[src/rtl/irq_agg_pkg.sv]
package irq_agg_pkg;

    localparam int NUM_SRC = 32;
    localparam int ADDR_W  = 8;

    localparam logic [ADDR_W-1:0] OFS_STATUS = 8'h00;
    localparam logic [ADDR_W-1:0] OFS_EN_SET = 8'h08;
    localparam logic [ADDR_W-1:0] OFS_EN_CLR = 8'h0C;

    typedef logic [NUM_SRC-1:0] src_vec_t;

    typedef enum logic [1:0] {
        SEL_NONE,
        SEL_STATUS,
        SEL_EN_SET,
        SEL_EN_CLR
    } reg_sel_e;

    typedef struct packed {
        logic     wr;
        logic     rd;
        reg_sel_e sel;
        src_vec_t data;
    } reg_req_t;

    function automatic reg_sel_e decode_addr(input logic [ADDR_W-1:0] addr);
        reg_sel_e sel;
        case (addr)
            OFS_STATUS: sel = SEL_STATUS;
            OFS_EN_SET: sel = SEL_EN_SET;
            OFS_EN_CLR: sel = SEL_EN_CLR;
            default:    sel = SEL_NONE;
        endcase
        return sel;
    endfunction

endpackage

[src/rtl/irq_agg_sync.sv]
module irq_agg_sync #(
    parameter int WIDTH  = 32,
    parameter int STAGES = 2
) (
    input  logic             clk,
    input  logic             rst,
    input  logic [WIDTH-1:0] async_i,
    output logic [WIDTH-1:0] sync_o
);
    logic [STAGES-1:0][WIDTH-1:0] chain_q;

    always_ff @(posedge clk) begin
        if (rst) begin
            chain_q <= '0;
        end else begin
            chain_q[0] <= async_i;
            for (int s = 1; s < STAGES; s++) begin
                chain_q[s] <= chain_q[s-1];
            end
        end
    end

    assign sync_o = chain_q[STAGES-1];
endmodule

[src/rtl/irq_agg_mask.sv]
module irq_agg_mask
    import irq_agg_pkg::*;
(
    input  logic     clk,
    input  logic     rst,
    input  reg_req_t req_i,
    output src_vec_t en_o
);
    src_vec_t en_q;

    always_ff @(posedge clk) begin
        if (rst) begin
            en_q <= '0;
        end else if (req_i.wr && req_i.sel == SEL_EN_SET) begin
            en_q <= en_q | req_i.data;
        end else if (req_i.wr && req_i.sel == SEL_EN_CLR) begin
            en_q <= en_q & ~req_i.data;
        end
    end

    assign en_o = en_q;
endmodule

[src/rtl/irq_agg_status.sv]
module irq_agg_status
    import irq_agg_pkg::*;
(
    input  logic     clk,
    input  logic     rst,
    input  reg_req_t req_i,
    input  src_vec_t lines_i,
    input  src_vec_t en_i,
    output src_vec_t status_o,
    output src_vec_t rdata_o,
    output logic     irq_o
);
    src_vec_t gated;
    src_vec_t rdata_q;
    logic     irq_q;

    assign gated = lines_i & en_i;

    always_ff @(posedge clk) begin
        if (rst) begin
            rdata_q <= '0;
            irq_q   <= 1'b0;
        end else begin
            irq_q   <= |gated;
            rdata_q <= (req_i.rd && req_i.sel == SEL_STATUS) ? gated : '0;
        end
    end

    assign status_o = gated;
    assign rdata_o  = rdata_q;
    assign irq_o    = irq_q;
endmodule

[src/rtl/irq_agg.sv]
module irq_agg
    import irq_agg_pkg::*;
#(
    parameter int SYNC_STAGES = 2
) (
    input  logic                 clk,
    input  logic                 rst,
    input  logic [NUM_SRC-1:0]   irq_src_i,
    input  logic [ADDR_W-1:0]    reg_addr_i,
    input  logic [NUM_SRC-1:0]   reg_wdata_i,
    input  logic                 reg_wr_i,
    input  logic                 reg_rd_i,
    output logic [NUM_SRC-1:0]   reg_rdata_o,
    output logic                 irq_o
);
    reg_req_t req;
    src_vec_t src_sync;
    src_vec_t en_mask;
    src_vec_t status;

    always_comb begin
        req.wr   = reg_wr_i;
        req.rd   = reg_rd_i;
        req.sel  = decode_addr(reg_addr_i);
        req.data = reg_wdata_i;
    end

    irq_agg_sync #(.WIDTH(NUM_SRC), .STAGES(SYNC_STAGES)) u_sync (
        .clk     (clk),
        .rst     (rst),
        .async_i (irq_src_i),
        .sync_o  (src_sync)
    );

    irq_agg_mask u_mask (
        .clk   (clk),
        .rst   (rst),
        .req_i (req),
        .en_o  (en_mask)
    );

    irq_agg_status u_stat (
        .clk      (clk),
        .rst      (rst),
        .req_i    (req),
        .lines_i  (src_sync),
        .en_i     (en_mask),
        .status_o (status),
        .rdata_o  (reg_rdata_o),
        .irq_o    (irq_o)
    );
endmodule

[config.mk]
export PLATFORM = sky130hd
export DESIGN_NAME = irq_agg
export DESIGN_NICKNAME = d
export VERILOG_FILES = /design/src/rtl/irq_agg_pkg.sv /design/src/rtl/irq_agg_sync.sv /design/src/rtl/irq_agg_mask.sv /design/src/rtl/irq_agg_status.sv /design/src/rtl/irq_agg.sv
export SDC_FILE = /design/constraint.sdc
export NUM_CORES = 1
export LEC_CHECK = 0
export BUFFER_PORTS_ARGS = -buffer_cell sky130_fd_sc_hd__buf_2
export CAP_MARGIN = 15
export CORE_MARGIN = 2
export CORE_UTILIZATION = 48
export DETAILED_ROUTE_END_ITERATION = 10
export PLACE_DENSITY = 0.75
export SYNTH_ARGS = -nofsm -noshare
export SYNTH_HDL_FRONTEND = slang
export SYNTH_HIERARCHICAL = 1
export SYNTH_SLANG_ARGS = --single-unit
[constraint.sdc]
create_clock -name clk -period 1.55 [get_ports clk]
set_input_delay 0.31 -clock clk [delete_from_list [all_inputs] [get_ports clk]]
set_output_delay 0.31 -clock clk [all_outputs]
set_load 0.03 [all_outputs]
* Word level (Yosys, flattened, before mapping) *
Cells that the tools add are included.

word-level totals
  flip-flop bits (word level) = 129
  input bits = 76
  output and inout port bits = 33
  word-level logic and storage cells = 25

operators by class
  equal/unequal tests = 5
  muxes and demuxes = 3
  bitwise gates (word level) = 5
  reduce and logical (&&, ||, !) cells = 7

operators by type and width
  kind                                                              number
  32-bit bitwise AND                                                2
  32-bit 2-to-1 mux                                                 2
  32-bit NOT                                                        1
  32-bit bitwise OR                                                 1
  32-bit OR reduction                                               1
  8-bit by 4-bit == test with 1-bit output (second input constant)  2
  8-bit logical NOT                                                 1
  2-bit case mux with 3 select lines                                1
  2-bit == test (second input constant)                             2
  1-bit logical AND                                                 3
  2-bit by 1-bit == test with 1-bit output (second input constant)  1
  2-bit nonzero test                                                1
  2-bit OR reduction                                                1
  1-bit NOT                                                         1

* Longest topological paths before layout *
  depth after elaboration = 6
  mapped depth = 7
  mapped depth without buffers = 4

* Hierarchy *
The synthesis kept the hierarchy.

modules (own cells, without submodules)
  module          times used  cells an instance  area an instance (um^2)  sequential area each (um^2)
  irq_agg_sync    1           167                2158.3                   1281.2
  irq_agg_mask    1           115                1460.2                   640.6
  irq_agg_status  1           145                1163.6                   660.6
  irq_agg         1           5                  37.5                     0.0

* Least setup slack after synthesis *
No wires, ideal clock.

  path kind = input to register
  from = in reg_addr_i[5]
  to = reg with a tool-made name
  setup time = 0.147 ns
  arrival = 1.342 ns
  required time = 1.403 ns
  setup slack = 0.061 ns
  stages on the path = 7
  buffers on the path = 3
  cells stage by stage = nor4_2 -> and3_1 -> buf_2 -> and2_4 -> buf_6 -> buf_12 -> a311oi_2

RTL lines
  what             line          source
  start, declared  irq_agg.sv:9  input logic [ADDR_W-1:0] reg_addr_i,

==> impl_metrics.json <==
{
  "cts_tree": "yes",
  "die_y_um": 103,
  "cp.required_ns": 1.93,
  "cp_max_fo": 2,
  "hold_depth": 2,
  "relSlewSlack_pct": 72.0,
  "endpoint_kind": "register",
  "layout_setup_ws_ns": 0.183,
  "syn_area_per_cell_um2": 11.7,
  "placementRows": 36,
  "viasPerCell": 4.79,
  "post_drt_wl_per_cell_um": 14.5,
  "nets": 587,
  "vias": 3149,
  "powerDensity_nw_per_um2": 1330,
  "portBuffers": 108,
  "grt_pass1_wl_um": 15200,
  "grt_antenna_before_repair": 0,
  "antenna_left": 0,
  "max-vdd-ir-drop_v": 0.000817,
  "antenna_cells": 0,
  "yosysWarnings": 6,
  "wirelength_um": 9510,
  "power_mw": 8.02,
  "crit_type": "register to register",
  "coreArea_um2": 9640,
  "first_pass_iters": 4,
  "gp_congestion": 0.724,
  "dpl_cell_area_um2": 5100,
  "final_cell_count_no_fill": 657,
  "cts_made_buffers": 17,
  "final.setup_skew_ns": 0.00644,
  "slew_violations": 0,
  "clk_pin_slew_ns": 0.06,
  "syn_nets": 476,
  "initial_core_util_pct": 48.8,
  "drtIter0Drc": 106,
  "maxCapViolations": 0,
  "io_pins": 109,
  "period_share_pct": 88.2,
  "grt_max_degree": 54,
  "cts.path.max_buffers": 2,
  "finalHoldViolations": 0,
  "cp-start-kind": "register",
  "fin_hold_ws_ns": 0.0215,
  "dp_cells": 594,
  "rsz0062_at_grt": "no",
  "root_buffer": "clkbuf_8",
  "drc_errors": 0,
  "cp_data_arrival_time_ns": 1.75,
  "grt_pass1_vias": 3246,
  "clock-sinks": 129,
  "fin_area_um2": 6050,
  "fin_crit_ns": 1.37,
  "setup_viol": 0,
  "p_leak_nw": 2.39,
  "fmax_mhz": 732,
  "area_growth_pct": 28.6,
  "die_w_um": 103,
  "status": "completed",
  "syn_area_um2": 4700,
  "synth_cells": 400,
  "dieArea_um2": 10600,
  "pre_cts_slack_ns": -0.179,
  "drive_gt1_share_pct": 48.5,
  "grt_overflow": 0,
  "hp-class": "input port to register",
  "worst_pin_slew_ns": 0.417,
  "grt_usage_pct": 19.1,
  "insertion_delay_ns": 0.51,
  "r2r_cells": 5,
  "hpwl_um": 6280,
  "htree_levels": 4,
  "nFillCells": 763
}
-- repair_timing --
item / in CTS / in global routing
buffers inserted: 0 / 0
hold buffers: 31 / 0
hold endpoints to repair: 31 / 0
resized for setup: 0 / 0
-- layout by cell type, fill, tap and decap left out, drive strengths merged, types with 2 or more instances in the layout --
| master | n |
|---|---|
| a31oi | 32 |
| buf | 122 |
| dfxtp | 129 |
| nor2b | 64 |
| bufinv | 5 |
| nand2 | 32 |
| clkinvlp | 2 |
| and3 | 2 |
| a311oi | 32 |
| clkbuf | 23 |
| clkinv | 2 |
| nor4 | 3 |
| dlygate4sd3 | 31 |
| nand4 | 8 |
| nor2 | 33 |
-- final timing paths --
check                           slack, ns            endpoint               start
worst min-delay path                 0.02  u_sync/chain_q[21]       irq_src_i[21]
worst max-delay path                 0.18        u_stat/irq_o            register
worst min register to register       0.43   u_sync/sync_o[26]  u_sync/chain_q[26]
worst max register to register       0.18        u_stat/irq_o            register
-- where the power goes --
group          internal, mW  switching [mW]
sequential             3.40          0.0208
clock                  2.86            1.38
combinational         0.205           0.162
total                  6.46            1.56
-- layout make-up --
class	instances	area, µm²	share of cell area, %
clock buffers	23	457	7.55
clock inverters	9	179	2.96
multi-input cells	210	1620	26.7
flip-flops and latches	129	2580	42.7
well taps	133	166	2.75
repair buffers	153	1050	17.3
-- metal layers --
layer	track usage [%]	part of all wire, %	vias up
met5	0	0	-
met4	7.49	1.2	0
met3	6.92	5.2	8
met2	30.3	49	85
met1	23.7	45	1485
li1	-	-	1571
-- critical path, stage by stage (launching register included) --
cell	delay (ns)
dfxtp_1	0.31
nand2_1	0.08
nand4_1	0.15
nor4_1	0.44
buf_4	0.19
a21oi_1	0.07
-- stage by stage --
step / TNS, ns / util, %
after floorplan: 0 / -
after global placement: -2.12 / 52.9
after detailed placement: -5.83 / 52.9
after CTS: 0 / 62.7
after global routing: 0 / 62.7
final: 0 / 62.7
(Power assumes the default switching activity.)
